[src/rtl/mcu_ser_pkg.sv]
package mcu_ser_pkg;
    localparam int OPC_W  = 2;
    localparam int STAT_W = 4;
    localparam logic [1:0] OPC_CFG_WR  = 2'b01;
    localparam logic [1:0] OPC_STAT_RD = 2'b10;
    localparam logic [1:0] OPC_DATA_RD = 2'b11;
    localparam logic [1:0] BAND_RESERVED = 2'b11;

    typedef enum logic [2:0] {
        ST_OPC,
        ST_WR,
        ST_GAP,
        ST_RD,
        ST_HOLD
    } ser_state_e;
endpackage

[src/rtl/mcu_ser_sync.sv]
module mcu_ser_sync #(
    parameter int W      = 3,
    parameter int STAGES = 2
) (
    input  logic         clk,
    input  logic         rst_n,
    input  logic [W-1:0] async_i,
    output logic [W-1:0] sync_o,
    output logic [W-1:0] rise_o,
    output logic [W-1:0] fall_o
);
    localparam int DEPTH = STAGES + 1;

    logic [DEPTH-1:0][W-1:0] pipe_d, pipe_q;

    always_comb begin
        pipe_d[0] = async_i;
        for (int k = 1; k < DEPTH; k++) begin
            pipe_d[k] = pipe_q[k-1];
        end
    end

    always_ff @(posedge clk or negedge rst_n) begin
        if (!rst_n) pipe_q <= '0;
        else        pipe_q <= pipe_d;
    end

    assign sync_o = pipe_q[STAGES-1];
    assign rise_o = pipe_q[STAGES-1] & ~pipe_q[STAGES];
    assign fall_o = ~pipe_q[STAGES-1] & pipe_q[STAGES];
endmodule

[src/rtl/mcu_ser_cfg.sv]
module mcu_ser_cfg
    import mcu_ser_pkg::*;
#(
    parameter int SLEEP_W = 6,
    localparam int CFG_W  = 3 + SLEEP_W
) (
    input  logic             clk,
    input  logic             rst_n,
    input  logic             we_i,
    input  logic [CFG_W-1:0] wdata_i,
    output logic [CFG_W-1:0] cfg_o
);
    logic [CFG_W-1:0] cfg_d, cfg_q;

    always_comb begin
        cfg_d = cfg_q;
        // band field occupies bits 2:1; reserved code leaves setup untouched
        if (we_i && (wdata_i[2:1] != BAND_RESERVED)) begin
            cfg_d = wdata_i;
        end
    end

    always_ff @(posedge clk or negedge rst_n) begin
        if (!rst_n) cfg_q <= '0;
        else        cfg_q <= cfg_d;
    end

    assign cfg_o = cfg_q;
endmodule

[src/rtl/mcu_ser_core.sv]
module mcu_ser_core
    import mcu_ser_pkg::*;
#(
    parameter int CFG_W = 9,
    parameter int PAY_W = 128,
    localparam int CNT_W = $clog2(PAY_W),
    localparam int SIW   = $clog2(STAT_W)
) (
    input  logic              clk,
    input  logic              rst_n,
    input  logic              en_s,
    input  logic              sclk_rise,
    input  logic              sclk_fall,
    input  logic              din_s,
    input  logic [STAT_W-1:0] stat_i,
    input  logic [PAY_W-1:0]  pay_i,
    output logic              dout_o,
    output logic              oe_o,
    output logic              cfg_we_o,
    output logic [CFG_W-1:0]  cfg_wdata_o,
    output logic              data_done_o
);
    localparam logic [CNT_W-1:0] CFG_LAST  = CNT_W'(CFG_W - 1);
    localparam logic [CNT_W-1:0] STAT_LAST = CNT_W'(STAT_W - 1);
    localparam logic [CNT_W-1:0] PAY_LAST  = CNT_W'(PAY_W - 1);

    typedef struct packed {
        ser_state_e        st;
        logic [CNT_W-1:0]  cnt;
        logic [OPC_W-1:0]  opc;
        logic [CFG_W-1:0]  shreg;
        logic [STAT_W-1:0] snap;
        logic              is_data;
        logic              oe;
        logic              dout;
        logic              we;
        logic              done;
    } core_t;

    core_t r_d, r_q;
    logic [OPC_W-1:0] opc_next;
    logic [CNT_W-1:0] rd_last;
    logic             rd_bit;

    always_comb begin
        opc_next = {r_q.opc[0], din_s};
        rd_last  = r_q.is_data ? PAY_LAST : STAT_LAST;
        rd_bit   = r_q.is_data ? pay_i[r_q.cnt] : r_q.snap[r_q.cnt[SIW-1:0]];

        r_d      = r_q;
        r_d.we   = 1'b0;
        r_d.done = 1'b0;

        if (!en_s) begin
            r_d.st  = ST_OPC;
            r_d.cnt = '0;
            r_d.oe  = 1'b0;
        end else begin
            if (sclk_rise) begin
                unique case (r_q.st)
                    ST_OPC: begin
                        r_d.opc = opc_next;
                        if (r_q.cnt == CNT_W'(OPC_W - 1)) begin
                            r_d.cnt = '0;
                            unique case (opc_next)
                                OPC_CFG_WR:  r_d.st = ST_WR;
                                OPC_STAT_RD: begin
                                    r_d.st      = ST_GAP;
                                    r_d.is_data = 1'b0;
                                end
                                OPC_DATA_RD: begin
                                    r_d.st      = ST_GAP;
                                    r_d.is_data = 1'b1;
                                end
                                default:     r_d.st = ST_HOLD;
                            endcase
                        end else begin
                            r_d.cnt = r_q.cnt + 1'b1;
                        end
                    end
                    ST_WR: begin
                        r_d.shreg = {din_s, r_q.shreg[CFG_W-1:1]};
                        if (r_q.cnt == CFG_LAST) begin
                            r_d.we = 1'b1;
                            r_d.st = ST_HOLD;
                        end else begin
                            r_d.cnt = r_q.cnt + 1'b1;
                        end
                    end
                    ST_GAP: begin
                        r_d.st   = ST_RD;
                        r_d.cnt  = '0;
                        r_d.snap = stat_i;
                    end
                    ST_RD: begin
                        if (r_q.oe) begin
                            if (r_q.cnt == rd_last) begin
                                r_d.st   = ST_HOLD;
                                r_d.done = r_q.is_data;
                            end else begin
                                r_d.cnt = r_q.cnt + 1'b1;
                            end
                        end
                    end
                    default: ;
                endcase
            end
            if (sclk_fall) begin
                if (r_q.st == ST_RD) begin
                    r_d.oe   = 1'b1;
                    r_d.dout = rd_bit;
                end else begin
                    r_d.oe = 1'b0;
                end
            end
        end
    end

    always_ff @(posedge clk or negedge rst_n) begin
        if (!rst_n) begin
            r_q <= '{st: ST_OPC, default: '0};
        end else begin
            r_q <= r_d;
        end
    end

    assign dout_o      = r_q.dout;
    assign oe_o        = r_q.oe;
    assign cfg_we_o    = r_q.we;
    assign cfg_wdata_o = r_q.shreg;
    assign data_done_o = r_q.done;
endmodule

[src/rtl/mcu_serial_port.sv]
module mcu_serial_port
    import mcu_ser_pkg::*;
#(
    parameter int PAY_BYTES = 16,
    parameter int SLEEP_W   = 6,
    parameter int SYNC_ST   = 2,
    localparam int PAY_W    = PAY_BYTES * 8,
    localparam int CFG_W    = 3 + SLEEP_W
) (
    input  logic               clk,
    input  logic               rst_n,
    input  logic               sclk_i,
    input  logic               sen_i,
    input  logic               sdata_i,
    output logic               sdata_o,
    output logic               sdata_oe_o,
    input  logic               dr_set_i,
    input  logic               rx_active_i,
    input  logic [1:0]         quality_i,
    input  logic [PAY_W-1:0]   payload_i,
    output logic               gain_cut_o,
    output logic [1:0]         band_sel_o,
    output logic [SLEEP_W-1:0] sleep_code_o,
    output logic               data_ready_o
);
    logic [2:0] pins_s, pins_rise, pins_fall;
    logic       en_s, sclk_rise, sclk_fall, din_s;
    logic       cfg_we, data_done;
    logic [CFG_W-1:0]  cfg_wdata, cfg_word;
    logic [STAT_W-1:0] stat_vec;
    logic dr_d, dr_q;

    mcu_ser_sync #(.W(3), .STAGES(SYNC_ST)) u_sync (
        .clk     (clk),
        .rst_n   (rst_n),
        .async_i ({sdata_i, sen_i, sclk_i}),
        .sync_o  (pins_s),
        .rise_o  (pins_rise),
        .fall_o  (pins_fall)
    );

    assign sclk_rise = pins_rise[0];
    assign sclk_fall = pins_fall[0];
    assign en_s      = pins_s[1];
    assign din_s     = pins_s[2];

    // bit 0 leaves first: ready, active, quality high, quality low
    assign stat_vec = {quality_i[0], quality_i[1], rx_active_i, dr_q};

    mcu_ser_core #(.CFG_W(CFG_W), .PAY_W(PAY_W)) u_core (
        .clk         (clk),
        .rst_n       (rst_n),
        .en_s        (en_s),
        .sclk_rise   (sclk_rise),
        .sclk_fall   (sclk_fall),
        .din_s       (din_s),
        .stat_i      (stat_vec),
        .pay_i       (payload_i),
        .dout_o      (sdata_o),
        .oe_o        (sdata_oe_o),
        .cfg_we_o    (cfg_we),
        .cfg_wdata_o (cfg_wdata),
        .data_done_o (data_done)
    );

    mcu_ser_cfg #(.SLEEP_W(SLEEP_W)) u_cfg (
        .clk     (clk),
        .rst_n   (rst_n),
        .we_i    (cfg_we),
        .wdata_i (cfg_wdata),
        .cfg_o   (cfg_word)
    );

    always_comb begin
        dr_d = dr_q;
        if (data_done) dr_d = 1'b0;
        if (dr_set_i)  dr_d = 1'b1;
    end

    always_ff @(posedge clk or negedge rst_n) begin
        if (!rst_n) dr_q <= 1'b0;
        else        dr_q <= dr_d;
    end

    assign gain_cut_o   = cfg_word[0];
    assign band_sel_o   = cfg_word[2:1];
    assign sleep_code_o = cfg_word[CFG_W-1:3];
    assign data_ready_o = dr_q;
endmodule

[config.mk]
export PLATFORM = sky130hd
export DESIGN_NAME = mcu_serial_port
export DESIGN_NICKNAME = d
export VERILOG_FILES = /design/src/rtl/mcu_ser_pkg.sv /design/src/rtl/mcu_ser_sync.sv /design/src/rtl/mcu_ser_cfg.sv /design/src/rtl/mcu_ser_core.sv /design/src/rtl/mcu_serial_port.sv
export SDC_FILE = /design/constraint.sdc
export NUM_CORES = 1
export LEC_CHECK = 0
export ABC_AREA = 1
export BUFFER_PORTS_ARGS = -buffer_cell sky130_fd_sc_hd__buf_2
export CAP_MARGIN = 25
export CORE_AREA = 5 5 129 131
export CTS_CLUSTER_DIAMETER = 50
export DETAILED_ROUTE_END_ITERATION = 10
export DIE_AREA = 0 0 134 136
export GPL_TIMING_DRIVEN = 0
export SYNTH_ARGS = -nofsm -noshare
export SYNTH_HDL_FRONTEND = slang
export SYNTH_HIERARCHICAL = 1
export SYNTH_SLANG_ARGS = --single-unit
[constraint.sdc]
create_clock -name clk -period 5.8 [get_ports clk]
set_input_delay 0.29 -clock clk [delete_from_list [all_inputs] [get_ports clk]]
set_output_delay 0.29 -clock clk [all_outputs]
set_load 0.05 [all_outputs]
==> metrics list, run 1 <==
- In this run the horizontal extent of the chip is around 130 um.
- Overflow left after global routing: 0
- Switching power share of the total: a little over a quarter
- Max-slew violation count: 0
- Max-cap violations in this run came to 0.
* Logic gate share of total power: 20.7%
- The clock drives 46 sinks.
- Wire length of the first global-routing pass: around 20000 um
* Data arrival time at the worst-slack endpoint: around 2400 ps
* Static Leak: ~2.8 nW
- The design draws between 0.0008 and 0.0009 W.
- In this run, the number of DRC markers left after iteration 0 of detailed routing was ~240.
- The repair_antennas step left the layout with diodes totalling 0.
- The critical path contains buffers and inverters numbering 3 combined.
- CTS H-Tree Depth: 2
- Prior to clock tree synthesis, the placed netlist has a worst setup slack of approximately 3700 ps.
- Net switching power of the design: about 0.00022 W
* IO Port Bufs: 148
* Per-instance average area after synthesis: 6.18 sq um
- CP Data Required Time: roughly 6000 ps
- The number of placed instances, taps included, is 933.
- The internal power of the cells totals approximately 0.00061 W.
* Synth Instances: 592
- The worst register-to-register path has a setup slack of 3640 ps.
- The clock network accounts for 39.0% of the total power.
- The detail route stage leaves a number of antenna-violating nets equal to 0.
* Final clock period utilization by the worst path: approximately 37%
- Based on the critical path, the design can be clocked at up to approximately 460 MHz.
* Hold Fails Final Rpt: 0
- The worst pin sits at a relative slew slack of between 50 and 60%.
- Final setup TNS: 0 ps
* Final worst setup slack: between 3000 and 4000 ps
* Final worst clock skew: ~8.5 ps
- Per report_power, the sequential group accounts for between 40% and 50% of the total.
- Largest fanout on the critical path: 11
- The worst setup path is launched from a flip-flop.
- Setup-failing EPs final: 0
* Ratio of cells with drive above 1 in the final layout: around 28%
- The final layout contains around 890 nets.
- Core region area: 0.0155 sq mm
- Class of the most critical setup path: reg -> reg
- Ratio of total power to cell area: between 150 and 200 mW/mm^2
- Grouping stages by cell kind, the critical path spends the most delay in simple AND/OR/NAND/NOR gates.
* Y dimension of the die: around 140 um
- The congestion estimate from routability-driven global placement came to 0.863.
* RSZ-0062 raised after global routing: no
* Hold WC Path Type: in -> reg
- Vias per Instance: around 4.4
* Critical-path cell with the highest stage delay: dfrtp_1
- The smallest clock period supported by the final layout is computed as approximately 2200 ps.
- Maximum number of pins on one net before global-route repair: 28
- WL per Instance: 12.8 um
* Status: completed
* Filler instances: around 1700
- Once detailed placement completed, the half-perimeter wirelength came to a little under 10000 um.
* Final design instance area without fill: around 0.0048 sq mm
* Area growth from synthesis to layout: 32.2%
- Clock root buffer: clkbuf_16
- For this run, the slowest stage of the critical path takes about 450 ps.
* TritonCTS buffer count: 5
- The clock passes through at most 2 buffers.
- Summed instance area of the synthesized netlist: 0.00366 sq mm
- Synth warnings: 6
- Maximum vdd drop: around 0.11 mV
* DR DRC count: 0
* Detailed-route wire length: 12000 um
- Across all layers, the routed design uses about 4100 vias.
* Die area: 0.0182 sq mm
- Placement Cell Area: 0.00466 sq mm
- Post-CTS setup buffer count: 0
* Cell-by-cell listing of the critical path: inv_2 -> buf_2 -> buf_4 -> ha_1 -> nand2_2 -> nor2_2 -> nor2_1 -> nor3_1 -> nand2_1 -> nand2_1 -> nand4_1 -> o21ai_1
- Cell type with the highest occurrence count on the critical path: nand2_1
- At the pin with the least slew margin, the transition time is approximately 630 ps.
- Number of antenna violations at the first check in global routing: 0
- Once the floorplan was initialized, standard cells occupied a little under a quarter of the core.
- Pin placement for this block handled 149 I/O pins.
- In the global route stage, overall resource usage came out at between 10% and 20%.
* Insertion delay to the later sink of the worst-skew pair: around 290 ps
* Cell Rows: 46
- TritonCTS built the clock tree.
- The worst setup path is captured at a flip-flop.
- Excluding fillers, the count of instances in the completed layout stands at approximately 940.
- Clock-pin slew was measured on the worst setup and hold paths at about 70 ps.
- Number of global-route vias before repair: slightly above 4000
- The first detailed-routing pass ran for 5 iterations.
- When the netlist entered floorplanning its net count stood at between 700 and 800.
## worst paths after layout
check,endpoint,depth (start not counted),from
max,u_core/r_q[29],12,u_core/r_q[21]
min,u_sync/pipe_d[3],1,sclk_i
max reg2reg,u_core/r_q[29],12,u_core/r_q[21]
min reg2reg,u_sync/sync_o[1],0,u_sync/pipe_d[4]
max in group asynchronous,u_sync/pipe_d[4],3,rst_n
min in group asynchronous,u_cfg/cfg_o[1],2,rst_n
## sequential cells by signal, summed over array words and instances, names as in the netlist
signal	flops
u_core/r_q	15
u_cfg/cfg_o	9
u_core/cfg_wdata_o	9
u_sync/pipe_d	3
u_sync/sync_o	3
data_ready_o	1
u_core/cfg_we_o	1
u_core/data_done_o	1
u_core/dout_o	1
u_core/oe_o	1
u_core/opc_next	1
u_sync/pipe_q	1
## cell usage in the layout, fill, tap and decap left out, types with 4 or more instances in the layout
cell type,n
clkbuf_1,6
buf_4,16
o22ai_1,4
dfrtp_1,46
buf_6,5
a21oi_1,20
clkbuf_16,5
nor2_1,75
buf_2,159
inv_1,68
nand3_1,54
nand4_1,4
mux2_2,4
o21ai_0,35
o21ai_1,13
nand2_1,204
## area by class of cell
| class | count | area (sq um) | area share, % |
|---|---|---|---|
| well taps | 192 | 240 | 4.97 |
| clock inverters | 2 | 37.5 | 0.776 |
| multi-input cells | 436 | 1970 | 40.7 |
| flip-flops and latches | 46 | 1150 | 23.8 |
| clock buffers | 6 | 129 | 2.67 |
| inverters | 72 | 275 | 5.69 |
| plain buffers | 38 | 264 | 5.46 |
| repair buffers | 150 | 771 | 15.9 |
## metal layers
| metal | share of wire, % | GRT usage (%) |
|---|---|---|
| met2 | 47 | 22.3 |
| met3 | 6.9 | 2.41 |
| met1 | 45 | 17.2 |
| met5 | 0 | 0 |
| met4 | 1.2 | 3.26 |
## stage by stage
step | utilization, % | hold WS (ps)
global route | 31.2 | 106
floorplan | - | -5.59
detailed placement | 30.1 | 287
global placement | 30.0 | 334
CTS | 31.2 | 105
finish | 31.2 | 112
## power by group through the flow
stage                     combinational [W]  sequential, W  clock, W
after global placement             0.000170       0.000340         0
after detailed placement           0.000172       0.000341         0
final                              0.000172       0.000335  0.000324
after CTS                          0.000173       0.000335  0.000331
after global routing               0.000197       0.000336  0.000344
after floorplan                   0.0000938       0.000339         0
## repair_timing
| item | in CTS | in global routing |
|---|---|---|
| hold endpoints to repair | 19 | 0 |
| hold buffers | 1 | 0 |
| gates resized for setup | 0 | 0 |
(Power assumes the default switching activity.)
==> inputs of run 2 (changes only) <==
clock period = 1.9 ns   (was 5.8 ns; I/O delays follow)
==> metrics list, run 2 (same netlist as run 1, synthesis figures left out) <==
- DR WL met3: slightly above 900 um
- The clock period could shrink to 1860 ps.
- Top library cells by usage in the layout, fill and taps aside: 200 x nand2_1, 156 x buf_2, 72 x nor2_1
- The max-slew violation total from the final report was 0.
- Setup slack of the most critical reg-to-reg path: ~45 ps
* CTS H-Tree Depth: 2
* Actual slew at the worst max-slew pin: just under 500 ps
- For this design the ratio of total power to cell area is between 500 and 600 mW/mm^2.
- The hold violation total from the final report was 0.
- 0 antenna diodes ended up in the layout.
- Number of global-route vias before repair: 4055
- Net switching power of the design: between 0.0006 and 0.0007 W
* TritonCTS buffer count: 5
* Final worst clock skew: between 7 and 8 ps
* Worst reg2reg path startpoint: u_core/r_q[20]
* # Max-Cap Violations: 0
- Maximum number of pins on one net before global-route repair: 28
* Static Leak: 2.90 nW
* Highest routing layer actually used: met4
- Core region area: roughly 0.015 sq mm
- Number of antenna violations at the first check in global routing: 0
* Logic gate share of total power: about 22%
- STA classifies the critical path endpoint as a flip-flop.
* Largest fanout on the critical path: 6
- Total met2 wirelength after detailed routing: between 5000 and 6000 um
* CP Data Required Time: 2070 ps
- Setup repair after global routing could not meet its margin everywhere.
* IO Port Bufs: ~150
- The run finished with clean final reports.
- Clock latency on the worst-skew pair, taken at its later pin, is 290 ps.
- From bottom edge to top edge, the die measures between 100 and 150 um.
* Area growth from synthesis to layout: 40.2%
- Detailed-route wire length: 12200 um
* Clock tree from TritonCTS: built
- Total vias in the final route: ~4200
- Die area: roughly 0.018 sq mm
* Data arrival time at the worst-slack endpoint: between 2000 and 2500 ps
- At the end of routability-driven placement, the weighted congestion stood at ~0.86.
- Dividing the detail-routed wire length by the instance count gives 12.7 um.
* Post-route ant nets: 0
- Per report_power, the sequential group accounts for about two fifths of the total.
- CTS placed an instance of clkbuf_16 at the clock tree root.
- Global routing consumed, over all layers together, around an eighth of the routing resources.
- In this run the horizontal extent of the chip is 134 um.
- Type of element launching the critical path: flip-flop
* DR DRC count: 0
- Starting utilization of the core area: roughly a quarter
- Class of the most critical setup path: reg -> reg
* Vias per Instance: 4.41
* Final nets: approximately 910
* Wire length of the first global-routing pass: just under 20000 um
- Post-DP HPWL: ~9600 um
- First-pass DRT Iterations: 5
* Final Core Density: about 33%
* Worst slack at placement: -249 ps
- Summed over all layers, the global routing overflow is 0.
* Internal Pwr Total: between 0.0015 and 0.002 W
- The initialized floorplan defines 46 standard-cell rows.
- The worst hold path begins at quality_i[0].
* Setup-failing EPs final: 0
- After filler insertion, the fill cell instance count of the layout stands at ~1700.
- approximately 150 I/O pins were placed.
- The worst hold path belongs to the class in -> reg.
- Final worst setup slack: approximately 45 ps
* Worst slack on hold paths: just under 40 ps
- Routed length on met1: 5380 um
- In the final layout, the share of cells above drive strength 1 is 31.9%.
- The clock drives 46 sinks.
- Switching power share of the total: between 20% and 30%
- Register with the most flip-flops: u_core/r_q
- Relative max-transition margin: 67.6%
- In this run, the clock network consumes 38.1% of the power.
- For this run, the top clock speed supported by timing is roughly 540 MHz.
- Clock-pin transition on the worst setup and hold timing paths: roughly 70 ps
* Final clock period utilization by the worst path: slightly below 100%
* Maximum root-to-sink buffer count: 2
- The register with the most flip-flops in the layout has 15 of them.
- Leading cell type in the layout, fill and taps excluded: nand2_1
- Number of design-rule violations left by the first detailed-router iteration: between 200 and 300
* Maximum vdd drop: approximately 0.33 mV
* Worst setup startpoint: u_core/r_q[20]
run 2: power groups by stage:
stage / logic, W / clock network, W / registers (W)
after floorplan: 0.000286 / 0 / 0.00103
after global placement: 0.000518 / 0 / 0.00104
after detailed placement: 0.000524 / 0 / 0.00104
after CTS: 0.000554 / 0.00101 / 0.00102
after global routing: 0.000660 / 0.00105 / 0.00103
final: 0.000580 / 0.000986 / 0.00102
run 2: path summary, 6_finish.rpt:
| path | end | cells past startpoint |
|---|---|---|
| worst max register to register | u_core/r_q[24] | 13 |
| min in group asynchronous | u_cfg/cfg_o[1] | 2 |
| worst min-delay path | u_core/r_q[8] | 2 |
| max in group asynchronous | u_sync/pipe_d[4] | 3 |
| worst min register to register | u_sync/sync_o[1] | 0 |
| worst max-delay path | u_core/r_q[24] | 13 |
run 2: metrics by stage:
stage          cell area, sq um  total power [W]  cells  setup TNS, ps
6_report                   5130          0.00259    959              0
5_1_grt                    5130          0.00274    959           -271
4_1_cts                    4970          0.00259    952              0
3_5_place_dp               4660          0.00156    933          -2140
3_3_place_gp               4640          0.00156    932          -2060
2_1_floorplan              3660          0.00132    592              0
run 2: area by class of cell:
type | instances | area [sq um] | share of cell area, %
Clock buffer | 6 | 129 | 2.51
Clock inverter | 2 | 37.5 | 0.732
Sequential cell | 46 | 1150 | 22.5
Multi-Input combinational cell | 436 | 2050 | 39.9
Tap cell | 192 | 240 | 4.69
Timing Repair Buffer | 167 | 926 | 18.1
Inverter | 72 | 278 | 5.42
Buffer | 38 | 315 | 6.15
run 2: critical path, cell delays in order, from the launching register on:
cell and delay, ps:
dfrtp_1 400, buf_6 140, inv_4 70, buf_8 120, buf_8 120, ha_4 130, nand2_2 70, nor2_4 140
nand2_2 80, nand3b_4 100, nand2_4 80, buf_8 150, nand4_1 80, o21ai_1 80
run 2: timing repair:
action	CTS	global route
cloned	0	1
pin swaps	1	7
gates resized for setup	15	31
hold buffers	5	0
buffers inserted	6	6
endpoints found under the hold margin	23	0
endpoints found under the setup margin	11	11
run 2: metal layers:
metal | vias up | global-route usage [%]
li1 | 2193 | -
met1 | 1881 | 17.3
met2 | 138 | 22.4
met3 | 15 | 2.48
met4 | 0 | 3.31
met5 | - | 0
==> inputs of run 3 (changes only) <==
ABC_AREA = not set   (was 1)
CORE_AREA = 5 5 124 126   (was 5 5 129 131)
DIE_AREA = 0 0 129 131   (was 0 0 134 136)
RECOVER_POWER = 100   (was not set)
SKIP_LAST_GASP = 1   (was not set)
==> metrics list, run 3 <==
- Once routing completed, OpenROAD measured the worst setup slack at -160 ps.
- The area growth from synthesis to layout is 49.9%.
- The die is about 130 um wide.
* Num ports: 149
- The first global-routing pass estimated 17300 um of wire.
- Synth warnings: 6
- The tightest min-delay check is of the in -> reg type.
- After layout, the minimum clock period comes to 2060 ps.
- Counting every net in the synthesized netlist gives 430.
- Insertion delay to the later sink of the worst-skew pair: between 200 and 300 ps
- Between clock sinks in the finished design, the worst skew comes to around 6 ps.
- Of the cells placed in the final design, the portion with a size suffix greater than 1 is roughly 60%.
- Data arrival time at the worst-slack endpoint: roughly 2200 ps
* Class of the most critical setup path: reg -> reg
* Number of design-rule violations left by the first detailed-router iteration: 126
- The floorplan step defined a die boundary enclosing 0.0169 sq mm.
* Ratio of total power to cell area: approximately 470 mW/mm^2
- Overall power after layout: about 0.0024 W
* Post-DP HPWL: about 8500 um
- In this run the vertical extent of the chip is ~130 um.
- The initialized floorplan defines 44 standard-cell rows.
* Detailed-route wire length: about 11000 um
- The analysis attributes to cell leakage a power of approximately 2.2 nW.
- Clock-pin transition on the worst setup and hold timing paths: 60 ps
- Synthesis produced a netlist whose cell count is 290.
- Summing every instance area after synthesis gives around 0.0034 sq mm.
- Filler instances: between 1000 and 1500
- Clock tree from TritonCTS: built
* Worst slack at placement: -496 ps
* Sort of element at the end of the critical path: flip-flop
- IR analysis of the VDD net gives a maximum drop of 0.483 mV.
- RSZ-0062 raised after global routing: yes
* Maximum number of pins on one net before global-route repair: 47
- After routing, the total negative slack on setup checks comes to -958 ps.
- DR DRC count: 0
- Dividing the detail-routed via count by the number of cells gives slightly below 5.
- Final clock period utilization by the worst path: 108%
- Summed over all layers, the global routing overflow is 0.
- Number of global-route vias before repair: 3417
- Routability Congestion: 0.871
- Inserted Diodes: 0
- A synthesized cell averages around 12 sq um.
- Type of element launching the critical path: flip-flop
- Actual slew at the worst max-slew pin: 787 ps
- Number of cells on the worst hold path: 2
- Across the run, the number of max-cap violations was 0.
- Register with the most flip-flops: u_core/r_q
- STA puts the critical path data required time at slightly above 2000 ps.
* Starting utilization of the core area: between 20% and 30%
- In this run the deepest clock path goes through 2 buffers.
- Top library cells by usage in the layout, fill and taps aside: 139 x buf_2, 45 x dfrtp_1, 37 x buf_4
- Once detail routing completed, the nets flagged for antenna violations numbered 0.
- Worst slack on hold paths: 45.6 ps
- In this run the standard cell core region covers between 0.01 and 0.015 sq mm.
* TritonCTS sink count: 46
- Final nets: around 620
- TritonCTS buffer count: 5
- Flip-flop count of the largest register after layout: 15
- The hold violation total from the final report is 0.
- The H-tree was split into 2 levels.
- Setup violations remaining at the end of the flow were counted as 18.
- Combined area of the multi-input logic cells: 0.00210 sq mm
- For this block, the via count after detailed routing is between 3000 and 4000.
- In the final layout, flip-flops and latches occupy between 0.001 and 0.0015 sq mm.
- Number of antenna violations at the first check in global routing: 0
- Relative max-transition margin: between 40 and 50%
- The number of cells on the worst reg-to-reg path is 7.
* Status: finished, violations left
- The setup check on the worst reg-to-reg path leaves a slack of -160 ps.
- For this run, the total global-route usage over all layers was measured as 12.8%.
* IO Port Bufs: about 150
- WL per Instance: roughly 16 um
- Leading cell type in the layout, fill and taps excluded: buf_2
* Violated checks: negative setup slack
* Max-slew violation count: 0
- The tree is rooted in a clkbuf_16.
- First-pass DRT Iterations: 4
* Largest fanout on the critical path: 7
- Static timing analysis puts the maximum clock frequency at between 400 and 500 MHz.
==> run 3: routing by layer <==
metal  track usage [%]  vias to the layer above  wire length [um]
met5                 0                        -                 0
met4              2.72                        0               156
met3              3.25                       15               660
met2              22.7                      104              5630
met1              15.8                     1597              4510
li1                  -                     1488                 -
==> run 3: worst paths after layout <==
| check | startpoint | endpoint |
|---|---|---|
| max | u_core/r_q[20] | u_core/dout_o |
| min | quality_i[0] | u_core/r_q[8] |
| max reg2reg | u_core/r_q[20] | u_core/dout_o |
| min reg2reg | u_sync/pipe_d[3] | u_sync/sync_o[0] |
| max in group asynchronous | rst_n | u_core/r_q[20] |
| min in group asynchronous | rst_n | u_cfg/cfg_o[0] |
==> run 3: where the power goes <==
| group | internal, W | total (W) | switching (W) |
|---|---|---|---|
| Clock | 0.000623 | 0.000995 | 0.000373 |
| Combinational | 0.000234 | 0.000382 | 0.000148 |
| Sequential | 0.000997 | 0.00101 | 0.0000152 |
| Total | 0.00185 | 0.00239 | 0.000536 |
==> run 3: through the flow <==
step | instances | instance area, sq um | utilization (%)
floorplan | 290 | 3410 | -
global placement | 622 | 4380 | 30.8
detailed placement | 622 | 4380 | 30.8
CTS | 655 | 4950 | 34.8
global route | 666 | 5050 | 35.5
finish | 666 | 5050 | 35.5
==> run 3: cell type report <==
type / instances / area share, %
buffer: 30 / 5.60
tap: 184 / 4.56
clock inverter: 3 / 0.868
clock buffer: 5 / 2.48
timing repair buffer: 184 / 21.0
multi-input combinational: 203 / 41.6
inverter: 11 / 1.09
sequential: 46 / 22.8
==> run 3: worst max-delay path, stage by stage (launching register included) <==
cell	delay (ps)
dfrtp_2	440
buf_12	150
bufbuf_16	270
buf_4	130
mux4_2	410
a22o_1	240
nor2_1	150
a32oi_2	130
==> run 3: what timing repair did <==
action	CTS	global route
hold endpoints to repair	4	11
pin swaps	13	11
gates resized for setup	31	15
setup endpoints to repair	19	12
hold buffers	4	1
cloned	1	0
setup buffers	20	9
